**config.mk**
```make
export PLATFORM = sky130hd
export DESIGN_NAME = asid_tlb
export DESIGN_NICKNAME = d
export VERILOG_FILES = /design/src/rtl/asid_tlb_pkg.sv /design/src/rtl/tlb_flush_dec.sv /design/src/rtl/tlb_store.sv /design/src/rtl/tlb_ctrl.sv /design/src/rtl/asid_tlb.sv
export SDC_FILE = /design/constraint.sdc
export NUM_CORES = 1
export LEC_CHECK = 0
export ABC_AREA = 0
export ABC_CLOCK_PERIOD_IN_PS = 13740
export CAP_MARGIN = 10
export CORE_MARGIN = 10
export CORE_UTILIZATION = 30
export DETAILED_ROUTE_END_ITERATION = 8
export DONT_BUFFER_PORTS = 1
export SLEW_MARGIN = 25
export SYNTH_ARGS = -nofsm -noshare
export SYNTH_HDL_FRONTEND = slang
export SYNTH_HIERARCHICAL = 1
export SYNTH_SLANG_ARGS = --single-unit
```
**constraint.sdc**
```tcl
create_clock -name clk -period 13.74 [get_ports clk]
set_input_delay 1.374 -clock clk [delete_from_list [all_inputs] [get_ports clk]]
set_output_delay 1.374 -clock clk [all_outputs]
set_load 0.005 [all_outputs]
```
**src/rtl/asid_tlb_pkg.sv**
```systemverilog
package asid_tlb_pkg;

    localparam int VA_W       = 32;
    localparam int PAGE_SHIFT = 12;
    localparam int VPN_W      = VA_W - PAGE_SHIFT;
    localparam int ASID_W     = 7;
    localparam int ATTR_W     = 3;

    // configuration word fields
    localparam int CFG_HUM_BIT = 29;
    localparam int CFG_RR_BIT  = 28;
    localparam int CFG_LINES_W = 6;

    // flush word fields
    localparam int FW_ASID_EN_BIT = 31;
    localparam int FW_ASID_LSB    = 24;

    typedef enum logic [1:0] {
        FL_ALL     = 2'd0,
        FL_RSVD    = 2'd1,
        FL_SECTION = 2'd2,
        FL_GROUP   = 2'd3
    } flush_kind_e;

    typedef struct packed {
        logic              en;
        logic              asid_en;
        logic [ASID_W-1:0] asid;
        logic [VPN_W-1:0]  key;
        logic [VPN_W-1:0]  mask;
    } flush_cmd_t;

    typedef enum logic {
        ST_IDLE = 1'b0,
        ST_WAIT = 1'b1
    } ctrl_state_e;

endpackage

```
**src/rtl/tlb_flush_dec.sv**
```systemverilog
module tlb_flush_dec
    import asid_tlb_pkg::*;
(
    input  logic        strobe,
    input  logic [31:0] word,
    output flush_cmd_t  cmd
);

    logic rsvd_clear;

    assign rsvd_clear = (word[23:20] == 4'd0);

    always_comb begin
        cmd.asid_en = word[FW_ASID_EN_BIT];
        cmd.asid    = word[FW_ASID_LSB +: ASID_W];
        cmd.key     = word[VPN_W-1:0];
        unique case (flush_kind_e'(word[1:0]))
            FL_ALL: begin
                cmd.en   = strobe && rsvd_clear;
                cmd.mask = '0;
            end
            FL_SECTION: begin
                cmd.en   = strobe && rsvd_clear;
                cmd.mask = {{(VPN_W-10){1'b1}}, 10'd0};
            end
            FL_GROUP: begin
                cmd.en   = strobe && rsvd_clear;
                cmd.mask = {{(VPN_W-2){1'b1}}, 2'd0};
            end
            default: begin
                cmd.en   = 1'b0;
                cmd.mask = '0;
            end
        endcase
    end

endmodule

```
**src/rtl/tlb_store.sv**
```systemverilog
module tlb_store
    import asid_tlb_pkg::*;
#(
    parameter int ENTRIES = 8,
    parameter int PFN_W   = 20,
    localparam int IDX_W  = (ENTRIES > 1) ? $clog2(ENTRIES) : 1,
    localparam int CNT_W  = $clog2(ENTRIES + 1)
)(
    input  logic              clk,
    input  logic              rst_n,
    input  logic [ASID_W-1:0] lk_asid,
    input  logic [VPN_W-1:0]  lk_vpn,
    input  logic [CNT_W-1:0]  eff_lines,
    input  logic              rr_mode,
    input  flush_cmd_t        cmd,
    input  logic              cfg_apply,
    input  logic [CNT_W-1:0]  new_lines,
    input  logic              wr_en,
    input  logic [ASID_W-1:0] wr_asid,
    input  logic [VPN_W-1:0]  wr_vpn,
    input  logic [PFN_W-1:0]  wr_pfn,
    input  logic [ATTR_W-1:0] wr_attr,
    output logic              hit,
    output logic [PFN_W-1:0]  hit_pfn,
    output logic [ATTR_W-1:0] hit_attr
);

    logic [ENTRIES-1:0] vld, act, match, free;
    logic [PFN_W-1:0]   e_pfn  [ENTRIES];
    logic [ATTR_W-1:0]  e_attr [ENTRIES];

    logic [IDX_W-1:0] ptr, ptr_c, first_free, victim;
    logic             any_free, use_free, wr_go;
    logic [CNT_W-1:0] ptr_nxt;

    assign wr_go = wr_en && (eff_lines != '0);

    for (genvar i = 0; i < ENTRIES; i++) begin : g_ent
        logic              v;
        logic [ASID_W-1:0] a;
        logic [VPN_W-1:0]  p;
        logic [PFN_W-1:0]  f;
        logic [ATTR_W-1:0] t;
        logic              kill, wsel;

        assign act[i]   = CNT_W'(i) < eff_lines;
        assign match[i] = act[i] && v && (a == lk_asid) && (p == lk_vpn);
        assign free[i]  = act[i] && !v;
        assign kill     = (cmd.en && (!cmd.asid_en || (a == cmd.asid))
                           && (((p ^ cmd.key) & cmd.mask) == '0))
                        || (cfg_apply && !(CNT_W'(i) < new_lines));
        assign wsel     = wr_go && (victim == IDX_W'(i));

        always_ff @(posedge clk or negedge rst_n) begin
            if (!rst_n) begin
                v <= 1'b0;
            end else if (kill) begin
                v <= 1'b0;
            end else if (wsel) begin
                v <= 1'b1;
            end
        end

        always_ff @(posedge clk) begin
            if (wsel && !kill) begin
                a <= wr_asid;
                p <= wr_vpn;
                f <= wr_pfn;
                t <= wr_attr;
            end
        end

        assign vld[i]    = v;
        assign e_pfn[i]  = f;
        assign e_attr[i] = t;
    end

    always_comb begin
        hit      = 1'b0;
        hit_pfn  = '0;
        hit_attr = '0;
        for (int i = 0; i < ENTRIES; i++) begin
            if (match[i]) begin
                hit      = 1'b1;
                hit_pfn  = hit_pfn | e_pfn[i];
                hit_attr = hit_attr | e_attr[i];
            end
        end
    end

    always_comb begin
        first_free = '0;
        any_free   = 1'b0;
        for (int i = ENTRIES - 1; i >= 0; i--) begin
            if (free[i]) begin
                first_free = IDX_W'(i);
                any_free   = 1'b1;
            end
        end
    end

    assign ptr_c    = (CNT_W'(ptr) < eff_lines) ? ptr : '0;
    assign use_free = !rr_mode && any_free;
    assign victim   = use_free ? first_free : ptr_c;
    assign ptr_nxt  = CNT_W'(ptr_c) + CNT_W'(1);

    always_ff @(posedge clk or negedge rst_n) begin
        if (!rst_n) begin
            ptr <= '0;
        end else if (wr_go && !use_free) begin
            ptr <= (ptr_nxt >= eff_lines) ? '0 : IDX_W'(ptr_nxt);
        end
    end

    logic unused_vld;
    assign unused_vld = ^vld;

endmodule

```
**src/rtl/tlb_ctrl.sv**
```systemverilog
module tlb_ctrl
    import asid_tlb_pkg::*;
(
    input  logic              clk,
    input  logic              rst_n,
    input  logic              lk_valid,
    input  logic [ASID_W-1:0] lk_asid,
    input  logic [VPN_W-1:0]  lk_vpn,
    input  logic              hit,
    input  logic              hum_en,
    input  logic              fill_valid,
    input  logic              flush_strobe,
    output logic              lk_ready,
    output logic              lk_hit,
    output logic              lk_miss,
    output logic              walk_req,
    output logic [ASID_W-1:0] walk_asid,
    output logic [VPN_W-1:0]  walk_vpn,
    output logic              fill_take
);

    ctrl_state_e state, state_nxt;

    // state register and pending-walk capture
    always_ff @(posedge clk or negedge rst_n) begin
        if (!rst_n) begin
            state     <= ST_IDLE;
            walk_asid <= '0;
            walk_vpn  <= '0;
        end else begin
            state <= state_nxt;
            if (state == ST_IDLE && lk_miss) begin
                walk_asid <= lk_asid;
                walk_vpn  <= lk_vpn;
            end
        end
    end

    // transitions: miss accepted, fill returned
    always_comb begin
        state_nxt = state;
        unique case (state)
            ST_IDLE: if (lk_miss)    state_nxt = ST_WAIT;
            ST_WAIT: if (fill_valid) state_nxt = ST_IDLE;
            default: state_nxt = ST_IDLE;
        endcase
    end

    // outputs
    always_comb begin
        unique case (state)
            ST_IDLE: begin
                lk_ready  = 1'b1;
                walk_req  = 1'b0;
                fill_take = 1'b0;
            end
            ST_WAIT: begin
                lk_ready  = hum_en && hit;
                walk_req  = 1'b1;
                fill_take = fill_valid && !flush_strobe;
            end
            default: begin
                lk_ready  = 1'b0;
                walk_req  = 1'b0;
                fill_take = 1'b0;
            end
        endcase
        lk_hit  = lk_valid && lk_ready && hit;
        lk_miss = lk_valid && lk_ready && !hit;
    end

endmodule

```
**src/rtl/asid_tlb.sv**
```systemverilog
module asid_tlb
    import asid_tlb_pkg::*;
#(
    parameter int ENTRIES = 8,
    parameter int PFN_W   = 20
)(
    input  logic                    clk,
    input  logic                    rst_n,
    input  logic                    cfg_wr,
    input  logic [31:0]             cfg_word,
    input  logic                    flush_wr,
    input  logic [31:0]             flush_word,
    input  logic                    lk_valid,
    input  logic [6:0]              lk_asid,
    input  logic [31:0]             lk_va,
    output logic                    lk_ready,
    output logic                    lk_hit,
    output logic                    lk_miss,
    output logic [PFN_W+11:0]       lk_pa,
    output logic [2:0]              lk_attr,
    output logic                    walk_req,
    output logic [6:0]              walk_asid,
    output logic [31:0]             walk_va,
    input  logic                    fill_valid,
    input  logic [PFN_W-1:0]        fill_pfn,
    input  logic [2:0]              fill_attr
);

    localparam int CNT_W     = $clog2(ENTRIES + 1);
    localparam int LINES_MAX = (ENTRIES > 63) ? 63 : ENTRIES;

    function automatic logic [CNT_W-1:0] clamp_lines(input logic [CFG_LINES_W-1:0] n);
        if (int'(n) > ENTRIES) return CNT_W'(ENTRIES);
        else                   return CNT_W'(n);
    endfunction

    logic                   cfg_hum, cfg_rr;
    logic [CFG_LINES_W-1:0] cfg_lines;
    logic                   cfg_apply, caching_off;
    logic [CNT_W-1:0]       eff_lines, new_lines;
    flush_cmd_t             fcmd;
    logic                   st_hit, fill_take;
    logic [PFN_W-1:0]       st_pfn;
    logic [ATTR_W-1:0]      st_attr;
    logic [VPN_W-1:0]       walk_vpn;

    assign cfg_apply = cfg_wr && (cfg_word[31:30] == 2'd0) && (cfg_word[27:6] == '0);
    assign new_lines = clamp_lines(cfg_word[CFG_LINES_W-1:0]);
    assign eff_lines = clamp_lines(cfg_lines);
    assign caching_off = (eff_lines == '0);

    always_ff @(posedge clk or negedge rst_n) begin
        if (!rst_n) begin
            cfg_hum   <= 1'b1;
            cfg_rr    <= 1'b1;
            cfg_lines <= CFG_LINES_W'(LINES_MAX);
        end else if (cfg_apply) begin
            cfg_hum   <= cfg_word[CFG_HUM_BIT];
            cfg_rr    <= cfg_word[CFG_RR_BIT];
            cfg_lines <= cfg_word[CFG_LINES_W-1:0];
        end
    end

    tlb_flush_dec u_dec (
        .strobe (flush_wr),
        .word   (flush_word),
        .cmd    (fcmd)
    );

    tlb_store #(.ENTRIES(ENTRIES), .PFN_W(PFN_W)) u_store (
        .clk       (clk),
        .rst_n     (rst_n),
        .lk_asid   (lk_asid),
        .lk_vpn    (lk_va[VA_W-1:PAGE_SHIFT]),
        .eff_lines (eff_lines),
        .rr_mode   (cfg_rr),
        .cmd       (fcmd),
        .cfg_apply (cfg_apply),
        .new_lines (new_lines),
        .wr_en     (fill_take),
        .wr_asid   (walk_asid),
        .wr_vpn    (walk_vpn),
        .wr_pfn    (fill_pfn),
        .wr_attr   (fill_attr),
        .hit       (st_hit),
        .hit_pfn   (st_pfn),
        .hit_attr  (st_attr)
    );

    tlb_ctrl u_ctrl (
        .clk          (clk),
        .rst_n        (rst_n),
        .lk_valid     (lk_valid),
        .lk_asid      (lk_asid),
        .lk_vpn       (lk_va[VA_W-1:PAGE_SHIFT]),
        .hit          (st_hit),
        .hum_en       (cfg_hum),
        .fill_valid   (fill_valid),
        .flush_strobe (flush_wr),
        .lk_ready     (lk_ready),
        .lk_hit       (lk_hit),
        .lk_miss      (lk_miss),
        .walk_req     (walk_req),
        .walk_asid    (walk_asid),
        .walk_vpn     (walk_vpn),
        .fill_take    (fill_take)
    );

    assign lk_pa   = lk_hit ? {st_pfn, lk_va[PAGE_SHIFT-1:0]} : '0;
    assign lk_attr = lk_hit ? st_attr : '0;
    assign walk_va = {walk_vpn, {PAGE_SHIFT{1'b0}}};

endmodule

```
==> results of run 1 <==
-- logic make-up after synthesis --
kind of cell	count (synthesis)
buffers and inverters	181
other	2
AO/OA/AOI/OAI	210
flip-flops	447
XOR/XNOR	433
AND/OR/NAND/NOR	359
adder cells (fa/ha/maj)	7
multiplexers	35
-- state kept, by name (all words and copies together), names as in the netlist, 3 cells and up --
name / count
cfg_lines: 6
u_ctrl/walk_asid: 7
u_ctrl/walk_vpn: 20
u_store/g_ent.a: 56
u_store/g_ent.f: 160
u_store/g_ent.p: 160
u_store/g_ent.t: 24
u_store/g_ent.v: 8
u_store/ptr: 3
-- where the power goes --
part | total [W] | switching (W) | internal, W
sequential | 0.00162 | 0.0000797 | 0.00154
clock | 0.00132 | 0.000564 | 0.000759
combinational | 0.000145 | 0.0000772 | 0.0000676
-- cells in the mapped netlist, types with 17 or more instances --
cell       number
a2111oi_0      18
a22oi_1       101
and2_1         50
and3_1         43
buf_2          30
buf_4          64
clkbuf_1       58
dfrtp_1        44
edfxtp_1      400
inv_1          17
mux2_2         17
mux2_4         18
nand2_1        30
nand3_1        68
nand4_1        78
nor4_1         25
xnor2_1       226
xor2_1        207
-- layer usage --
metal / GRT usage [%] / routed length, um / vias to the layer above
met1: 23.6 / 33000 / 7151
met5: 0 / 16 / -
met2: 27.6 / 35800 / 741
li1: - / - / 5998
met4: 5.77 / 2580 / 2
met3: 5.86 / 8710 / 111
-- worst min path at each step --
stage | to | startpoint
finish | u_ctrl/walk_vpn[10]$_DFFE_PN0P_ | rst_n
global route | u_ctrl/walk_vpn[19]$_DFFE_PN0P_ | rst_n
CTS | u_ctrl/walk_vpn[19]$_DFFE_PN0P_ | rst_n
detailed placement | cfg_lines[0]$_DFFE_PN0P_ | cfg_lines[0]$_DFFE_PN0P_
global placement | cfg_lines[0]$_DFFE_PN0P_ | cfg_lines[0]$_DFFE_PN0P_
floorplan | cfg_lines[0]$_DFFE_PN0P_ | cfg_lines[0]$_DFFE_PN0P_
-- layout make-up --
cell class | instances | area, sq um
Antenna cell | 2 | 5.00
Clock buffer | 61 | 1280
Clock inverter | 29 | 319
Fill cell | 7191 | 49700
Inverter | 17 | 63.8
Multi-Input combinational cell | 1058 | 8310
Sequential cell | 447 | 13200
Tap cell | 969 | 1210
Timing Repair Buffer | 21 | 158
-- metrics by stage --
stage / power [W] / instances / util (%)
4_1_cts: 0.00311 / 2602 / 33.1
2_1_floorplan: 0.00173 / 1686 / -
6_report: 0.00308 / 2604 / 33.1
3_3_place_gp: 0.00178 / 2512 / 30.9
5_1_grt: 0.00318 / 2602 / 33.1
3_5_place_dp: 0.00179 / 2512 / 30.9
-- worst max-delay path, stage by stage (launching register included) --
cell,delay [ns]
dfrtp_1,0.38
nor3_1,0.41
and2_1,0.39
a21oi_1,0.19
or4_4,0.58
nor4_4,0.73
and2_1,0.78
nor4_1,0.16
nand2_1,0.20
nand2_1,0.12
a21oi_4,0.65
and2_1,0.28
-- cell usage in the layout, fill, tap and decap left out, types with 6 or more instances in the layout --
master	netlist	final
nand3b_1	8	8
a22o_1	8	8
buf_4	64	21
mux2_2	17	17
nor3_1	8	7
xor2_1	207	207
clkbuf_1	58	10
o21a_1	6	6
inv_1	17	17
ha_1	7	7
and3_1	43	43
nand4_1	78	78
nor4_1	25	18
o21ai_0	14	14
nand3_1	68	68
edfxtp_1	400	400
nor4_2	1	8
nand2_1	30	30
and2_1	50	47
clkbuf_16	0	48
nand2b_1	8	8
nor2_1	14	12
xnor2_1	226	226
a21o_1	7	7
clkinv_1	0	9
mux2_4	18	18
a222oi_1	8	8
conb_1	2	14
dfrtp_1	44	44
a2111oi_0	18	17
clkinv_2	0	10
a21oi_1	13	12
a22oi_1	101	101
==> results.ini, run 1 <==
[route]
detail_route.wl_per_cell_um=30.8
antenna_violating_nets_post_route=0
drtIter0Drc=1569
totalWireLength_um=80100
drt_first_pass_iters=9
detailroute.via_count=14003
route.detailed.vias_per_inst=5.38
detail_route.drc_violations=0

[timing]
finalHoldViolCount=0
worst-slew-pin-transition_ns=1.04
setup-violations-final=0
achievable-frequency_mhz=145
timing.final.crit_period_ns=6.88
slew_limit_headroom_pct=28.6
min_period_over_period_pct=50.1
timing.final.max_slew_violations=0
setup_repair_after_global_routing_missed_its_margin=no
postLayoutSetupSlackWorst_ns=6.86
worst_hold_slack_ns=0.458
setup_tns_ns=0
clock_skew_ns=0.0428

[critical_path]
critical_path_arrival_ns=5.50
timing.critical_path.required_ns=12.37
critical_path.max_fanout=36
cp-end-kind=primary output
rr_worst_depth=11
timing.critical_path.from=cfg_lines[5]$_DFFE_PN0P_
timing_worst_setup_path_type=register to primary output
worst-r2r-setup-slack_ns=8.89
worstReg2RegStart=cfg_lines[5]$_DFFE_PN0P_
timing.rr.end=u_ctrl/walk_vpn[0]$_DFFE_PN0P_
setup.worst_path.start_class=register
crit_end=lk_pa[8]

[synthesis]
ys_types=72
synthCells=1674
synth.area.mux_share_pct=2.06
synthAdderAreaFrac_pct=0.392
synth-main-ff-cell=edfxtp_1
synthDominantCellAreaShare_pct=53.7
synthArstFlopShare_pct=10.5
synth_top_family_by_area=XOR/XNOR gates
ys_top_cells_by_area=edfxtp_1 54%, xnor2_1 8.9%, xor2_1 8.1%
synth_enable_flop_cells=400
post_synth.cell_area_avg_sq_um=13.4
synth_simple_gate_area_share_pct=9.87
yosys_register_bits=447
yosysTopAreaCell=edfxtp_1
post_synth_xor_area_fraction_pct=17.0
synth_seq_area_share_pct=59.0
synth_compound_area_share_pct=7.16
synth_area_sq_um=22400
ys.warnings.count=6

[power_and_ir_drop]
ir_drop_uv=100
p_leak_nw=8.02
cellPowerDensity_nw_per_um2=126

[grt]
global_route_wire_length_before_repair_um=111000
via_count_of_the_first_global_routing_pass=13898
grt_use_total_pct=18.0
maximum_number_of_pins_on_one_net_before_global_route_repair=91
globalRouteOverflowTotal=0
grt_antenna_before_repair=3

[clock_network]
cts_setup_buffers=0
clock-sinks=447
postCtsHoldBufs=0
number_of_instances_resized_during_post_cts_repair=0
path_clk_slew_ns=0.06
clockRootBuffer=clkbuf_16
worstSkewPairLatency_ns=0.62
cts_buffers=48
cts_tree=yes
ctsHtreeMaxLevel=2
clock_tree.buffer_depth=3

[placement]
dp_slack_ns=7.14
post_dp_cell_area_sq_um=22900
dp_hpwl_um=57400
routability_cong=1.02
numPortBuffers=0

[final_layout]
fin_nets=1732
area_delta_synth_final_pct=9.71
final_design_area_no_fill_sq_um=24500
layout-drive-gt1-share_pct=9.86

[job]
maxCapViolCount=0

[floorplanning]
rows=100
die_h_um=293
top_level_ports=210
die_x_um=293
initial_utilization_pct=30.1
die_area_sq_um=85900
floorplan_core_area_sq_um=74200

[run_status]
status=complete, no violations

[worst_hold_path]
timing.hold.worst.class=input pin to asynchronous set/reset pin

No activity file was read; power rests on OpenSTA's default activity.
==> run 2: changes to the inputs <==
ABC_CLOCK_PERIOD_IN_PS = 6300   (was 13740)
clock period = 6.3 ns   (was 13.74 ns; I/O delays follow)
==> results.ini, run 2 (synthesis gave the netlist of run 1 again) <==
[clock_network]
cts_buffers=48  ; unchanged
cts_tree=yes  ; unchanged
ctsHtreeMaxLevel=2  ; unchanged
path_clk_slew_ns=0.06  ; about the same
number_of_instances_resized_during_post_cts_repair=0  ; unchanged
clock_tree.buffer_depth=3  ; unchanged
worstSkewPairLatency_ns=0.60  ; was 0.62 ns
clockRootBuffer=clkbuf_16  ; unchanged
clock-sinks=447  ; unchanged

[grt]
grt_antenna_before_repair=2  ; was 3
global_route_wire_length_before_repair_um=110000  ; was 111000 um
globalRouteOverflowTotal=0  ; unchanged
grt_use_total_pct=17.7  ; was 18.0%
via_count_of_the_first_global_routing_pass=14023  ; was 13.9k
maximum_number_of_pins_on_one_net_before_global_route_repair=91  ; unchanged

[timing]
worst_hold_slack_ns=0.119  ; was 0.458 ns
postLayoutSetupSlackWorst_ns=0.490  ; was 6.86 ns
timing.final.crit_period_ns=5.81
min_period_over_period_pct=92.2
achievable-frequency_mhz=172
clock_skew_ns=0.0159  ; was 0.0428 ns
slew_limit_headroom_pct=29.1  ; was 28.6%
worst-slew-pin-transition_ns=1.06  ; was 1.04 ns
setup-violations-final=0  ; unchanged
setup_tns_ns=0  ; unchanged
finalHoldViolCount=0  ; unchanged
timing.final.max_slew_violations=0  ; unchanged
setup_repair_after_global_routing_missed_its_margin=no  ; unchanged

[power_and_ir_drop]
ir_drop_uv=215  ; was 100 uV
cellPowerDensity_nw_per_um2=269  ; was 126 nW/um^2
combPwrFrac_pct=4.8  ; was 4.7%
internal-power_w=0.00504  ; was 0.00236 W
power.switching_fraction_pct=23.7  ; was 23.4%
p_leak_nw=8.03  ; was 8.02 nW
pwr-share-clk_pct=41.8  ; was 42.9%
p_sw_w=0.00156  ; was 0.000721 W
sequentialPowerShare_pct=53.4  ; was 52.4%

[floorplanning]
die_x_um=293  ; unchanged
top_level_ports=210  ; unchanged
initial_utilization_pct=30.1  ; unchanged
die_area_sq_um=85900  ; unchanged
die_h_um=293  ; unchanged
rows=100  ; unchanged
floorplan_core_area_sq_um=74200  ; unchanged

[critical_path]
critical_path_arrival_ns=5.18  ; was 5.50 ns
worstReg2RegStart=cfg_lines[5]$_DFFE_PN0P_  ; unchanged
timing.critical_path.from=cfg_lines[5]$_DFFE_PN0P_  ; unchanged
rr_worst_depth=10  ; was 11
critical_path.max_fanout=36  ; unchanged
worst-r2r-setup-slack_ns=1.38  ; was 8.89 ns
timing_worst_setup_path_type=register to primary output  ; unchanged
timing.critical_path.required_ns=5.67  ; was 12.37 ns
crit_end=lk_pa[27]  ; was lk_pa[8]
timing.rr.end=u_store/g_ent[4].f[17]$_DFFE_PP_  ; was u_ctrl/walk_vpn[0]$_DFFE_PN0P_
setup.worst_path.start_class=register  ; unchanged
cp-end-kind=primary output  ; unchanged

[placement]
routability_cong=0.971  ; was 1.02
dp_hpwl_um=55900  ; was 57400 um
post_dp_cell_area_sq_um=23000  ; was 22900 sq um
dp_slack_ns=0.997  ; was 7.14 ns
numPortBuffers=0  ; unchanged

[route]
drt_first_pass_iters=6  ; was 9
detail_route.wl_per_cell_um=30.1  ; was 30.8 um
totalWireLength_um=78700  ; was 80100 um
detail_route.drc_violations=0  ; unchanged
detailroute.via_count=14061  ; was 14.0k
drtIter0Drc=1602  ; was 1569
antenna_violating_nets_post_route=0  ; unchanged
route.detailed.vias_per_inst=5.38  ; about the same

[final_layout]
area_delta_synth_final_pct=9.81  ; was 9.71%
fin_nets=1742  ; was 1732
fillCellCount=7193  ; was 7191
final_util_pct=33.1  ; about the same
final_design_area_no_fill_sq_um=24600  ; was 24500 sq um
layout_common_cells=400 x edfxtp_1, 226 x xnor2_1, 207 x xor2_1  ; unchanged
most_common_cell_after_layout_fill_and_taps_aside=edfxtp_1  ; unchanged
layout-drive-gt1-share_pct=10.0  ; was 9.86%
largest_registers=u_store/g_ent.f: 160 flops, u_store/g_ent.p: 160 flops, u_store/g_ent.a: 56 flops  ; unchanged

[run_status]
status=complete, no violations  ; unchanged

[worst_hold_path]
timing.hold.worst.class=input pin to register  ; was input pin to asynchronous set/reset pin

[job]
maxCapViolCount=0  ; unchanged

[run 2: changes by cell type in the layout (fill, tap and decap cells not counted), moves of 2 or more]
cell / delta
clkinv_1: -5
nor4_4: +2
clkinv_16: -2
nor4_2: -3
buf_4: +7
clkbuf_1: +8
clkinv_2: -2
bufinv_16: -3
[run 2: repair_timing]
item / CTS / global route
setup buffers: 0 / 0
endpoints found under the hold margin: 47 / 0
setup endpoints to repair: 0 / 0
hold buffers: 2 / 0
[run 2: metal layers]
metal / track usage (%) / wire length, um / vias up
li1: - / - / 6015
met1: 22.7 / 30800 / 7157
met2: 27.6 / 35800 / 785
met3: 6.29 / 9630 / 102
met4: 5.82 / 2360 / 2
met5: 0 / 13 / -
[run 2: worst min-delay path by stage]
| stage | from | end | slack (ns) | cells after the start |
|---|---|---|---|---|
| floorplan | rst_n | cfg_lines[0]$_DFFE_PN0P_ | 0.33 | 0 |
| global placement | rst_n | u_ctrl/walk_asid[6]$_DFFE_PN0P_ | 0.34 | 0 |
| detailed placement | rst_n | u_ctrl/walk_asid[6]$_DFFE_PN0P_ | 0.34 | 0 |
| CTS | fill_pfn[0] | u_store/g_ent[6].f[0]$_DFFE_PP_ | 0.08 | 0 |
| global route | fill_pfn[0] | u_store/g_ent[5].f[0]$_DFFE_PP_ | 0.1 | 0 |
| finish | fill_attr[0] | u_store/g_ent[5].t[0]$_DFFE_PP_ | 0.12 | 0 |
[run 2: through the flow]
step / total power (W) / instances
2_1_floorplan: 0.00378 / 1686
3_3_place_gp: 0.00389 / 2520
3_5_place_dp: 0.00389 / 2520
4_1_cts: 0.00665 / 2611
5_1_grt: 0.00679 / 2612
6_report: 0.00660 / 2612
[run 2: power groups by stage]
stage               registers (W)  logic [W]  clock network, W
finish                    0.00352   0.000319           0.00276
global route              0.00354   0.000334           0.00292
detailed placement        0.00359   0.000298                 0
CTS                       0.00353   0.000311           0.00281
floorplan                 0.00348   0.000300                 0
global placement          0.00359   0.000300                 0
[run 2: final cells by class]
class                           count  area [sq um]  share of cell area, %
Sequential cell                   447         13200                   53.7
Clock inverter                     20           185                  0.754
Tap cell                          969          1210                   4.94
Multi-Input combinational cell   1058          8330                   33.9
Clock buffer                       69          1310                   5.33
Inverter                           17          63.8                  0.260
Timing Repair Buffer               31           268                   1.09
Antenna cell                        1          2.50                 0.0102
[run 2: critical path: stages, from the launching register on]
cell,delay (ns)
dfrtp_1,0.38
nor3_1,0.43
and2_1,0.38
a21oi_1,0.16
or4_4,0.58
nor4_4,0.76
and2_1,0.24
buf_4,0.26
nor4_1,0.10
nand2_1,0.16
nand2_1,0.12
a21oi_4,0.71
and2_1,0.28
==> run 3: changes to the inputs <==
CELL_PAD_IN_SITES_DETAIL_PLACEMENT = 0   (was default)
CELL_PAD_IN_SITES_GLOBAL_PLACEMENT = 1   (was default)
CORE_MARGIN = default   (was 10)
PLACE_DENSITY_LB_ADDON = 0.1   (was default)
==> results.ini, run 3 (synthesis gave the netlist of run 1 again) <==
[route]
detail_route.wl_per_cell_um=33.1  ; was 30.1 um
drtIter0Drc=1259  ; was 1602
detail_route.drc_violations=14  ; was 0
drt_first_pass_iters=8  ; was 6
route.detailed.vias_per_inst=5.23  ; was 5.38
antenna_violating_nets_post_route=0  ; unchanged
detailroute.via_count=13654  ; was 14.1k
totalWireLength_um=86600  ; was 78700 um

[critical_path]
critical_path.n_buffers_inverters=2  ; was 1
timing.critical_path.mode_cell=and2_1  ; unchanged
critical_path_arrival_ns=4.92  ; was 5.18 ns
critical_path.max_fanout=36  ; unchanged
timing_worst_setup_path_type=register to primary output  ; unchanged
setup.worst_path.start_class=register  ; unchanged
timing.critical_path.slowest_cell_delay_ns=0.77  ; was 0.76 ns
worst_path_dominant_cell_family=simple AND/OR/NAND/NOR gates  ; unchanged
timing.critical_path.cells=nor3_1 -> and2_1 -> a21oi_1 -> or4_4 -> nor4_4 -> and2_1 -> buf_4 -> nor4_1 -> nand2_1 -> nand2_1 -> a21oi_4 -> buf_4 -> and2_1  ; was nor3_1 -> and2_1 -> a21oi_1 -> or4_4 -> nor4_4 -> and2_1 -> buf_4 -> nor4_1 -> nand2_1 -> nand2_1 -> a21oi_4 -> and2_1
cp-end-kind=primary output  ; unchanged
slowest_stage=nor4_4  ; unchanged
timing.critical_path.required_ns=5.67  ; about the same

[placement]
dp_slack_ns=1.27  ; was 0.997 ns
number_of_cells_after_detailed_placement=2512  ; was 2520
numPortBuffers=0  ; unchanged
routability_cong=0.913  ; was 0.971
dp_hpwl_um=61000  ; was 55900 um

[final_layout]
largest_registers=u_store/g_ent.f: 160 flops, u_store/g_ent.p: 160 flops, u_store/g_ent.a: 56 flops  ; unchanged
layout_common_cells=400 x edfxtp_1, 226 x xnor2_1, 207 x xor2_1  ; unchanged
layout-drive-gt1-share_pct=10.1  ; was 10.0%
most_common_cell_after_layout_fill_and_taps_aside=edfxtp_1  ; unchanged
fin_nets=1749  ; was 1742
area_delta_synth_final_pct=10.6  ; was 9.81%
instances_no_fill=2613  ; was 2612

[clock_network]
cts_setup_buffers=0  ; unchanged
worstSkewPairLatency_ns=0.63  ; was 0.60 ns
number_of_instances_resized_during_post_cts_repair=0  ; unchanged
clock_tree.buffer_depth=3  ; unchanged
postCtsHoldBufs=2  ; unchanged
clock-sinks=447  ; unchanged
path_clk_slew_ns=0.06  ; about the same
clockRootBuffer=clkbuf_16  ; unchanged
cts_tree=yes  ; unchanged
ctsHtreeMaxLevel=2  ; unchanged
cts_buffers=53  ; was 48

[power_and_ir_drop]
p_leak_nw=8.10  ; was 8.03 nW
totalPowerFinal_w=0.00684  ; was 0.00660 W
ir_drop_uv=203  ; was 215 uV
cellPowerDensity_nw_per_um2=277  ; was 269 nW/um^2

[timing]
min_period_over_period_pct=88.2  ; was 92.2%
worst-slew-pin-transition_ns=1.05  ; was 1.06 ns
timing.final.max_slew_violations=0  ; unchanged
timing.final.crit_period_ns=5.55  ; was 5.81 ns
postLayoutSetupSlackWorst_ns=0.746  ; was 0.490 ns
setup_tns_ns=0  ; unchanged
setup-violations-final=0  ; unchanged
finalHoldViolCount=0  ; unchanged
slew_limit_headroom_pct=29.4  ; was 29.1%
achievable-frequency_mhz=180  ; was 172 MHz
setup_repair_after_global_routing_missed_its_margin=no  ; unchanged
clock_skew_ns=0.0297  ; was 0.0159 ns

[grt]
grt_use_total_pct=22.8  ; was 17.7%
global_route_wire_length_before_repair_um=118000  ; was 110000 um
grt_antenna_before_repair=2  ; unchanged
maximum_number_of_pins_on_one_net_before_global_route_repair=91  ; unchanged
globalRouteOverflowTotal=0  ; unchanged
via_count_of_the_first_global_routing_pass=14028  ; about the same

[run_status]
failing_checks=DRC
status=complete, but fails checks  ; was complete, no violations

[floorplanning]
die_h_um=275  ; was 293 um
rows=99  ; was 100
top_level_ports=210  ; unchanged
die_x_um=275  ; was 293 um
floorplan_core_area_sq_um=73300  ; was 74200 sq um
initial_utilization_pct=30.5  ; was 30.1%
die_area_sq_um=75600  ; was 85900 sq um

[job]
maxCapViolCount=0  ; unchanged

[worst_hold_path]
timing.hold.worst.class=input pin to register  ; unchanged

-- run 3: changes by cell type in the layout (fill, tap and decap cells not counted), moves of 2 or more --
cell and delta:
nor4_2 +3, clkbuf_8 -2, clkinv_2 -4, nor4_1 -3, clkbuf_1 +6, clkinv_1 +5, clkbuf_16 +5
-- run 3: layout make-up --
type | count | area [sq um]
fillers | 7262 | 48600
clock inverters | 19 | 203
inverters | 17 | 63.8
repair buffers | 33 | 295
flip-flops and latches | 447 | 13200
multi-input cells | 1058 | 8340
well taps | 959 | 1200
diodes | 2 | 5.00
clock buffers | 78 | 1430
-- run 3: power breakdown --
part / internal, W / switching (W)
clock: 0.00170 / 0.00128
combinational: 0.000150 / 0.000186
sequential: 0.00335 / 0.000178
-- run 3: worst paths after layout --
path | startpoint | endpoint | slack (ns) | depth (start not counted)
min in group asynchronous | rst_n | u_ctrl/walk_asid[6]$_DFFE_PN0P_ | 0.59 | 2
max in group asynchronous | rst_n | cfg_lines[3]$_DFFE_PN1P_ | 5.41 | 2
hold / removal | fill_pfn[4] | u_store/g_ent[5].f[4]$_DFFE_PP_ | 0.1 | 0
setup / recovery | cfg_lines[5]$_DFFE_PN0P_ | lk_pa[4] | 0.75 | 13
setup reg to reg | cfg_lines[5]$_DFFE_PN0P_ | u_store/g_ent[5].t[1]$_DFFE_PP_ | 1.59 | 10
hold reg to reg | cfg_lines[2]$_DFFE_PN0P_ | cfg_lines[2]$_DFFE_PN0P_ | 0.51 | 1
-- run 3: per-layer routing --
metal	global-route usage [%]	part of all wire, %	vias to the layer above
met2	38.5	49	429
met1	29.5	42	7092
met4	6.67	2.8	4
met5	0	0.038	-
li1	-	-	6035
met3	4.51	6.0	94
-- run 3: metrics by stage --
stage	utilization (%)	hold slack [ns]	area [sq um]
2_1_floorplan	-	0.334	22400
3_3_place_gp	31.4	0.338	23100
3_5_place_dp	31.4	0.339	23100
4_1_cts	33.7	0.0580	24700
5_1_grt	33.7	0.0725	24700
6_report	33.7	0.0985	24700
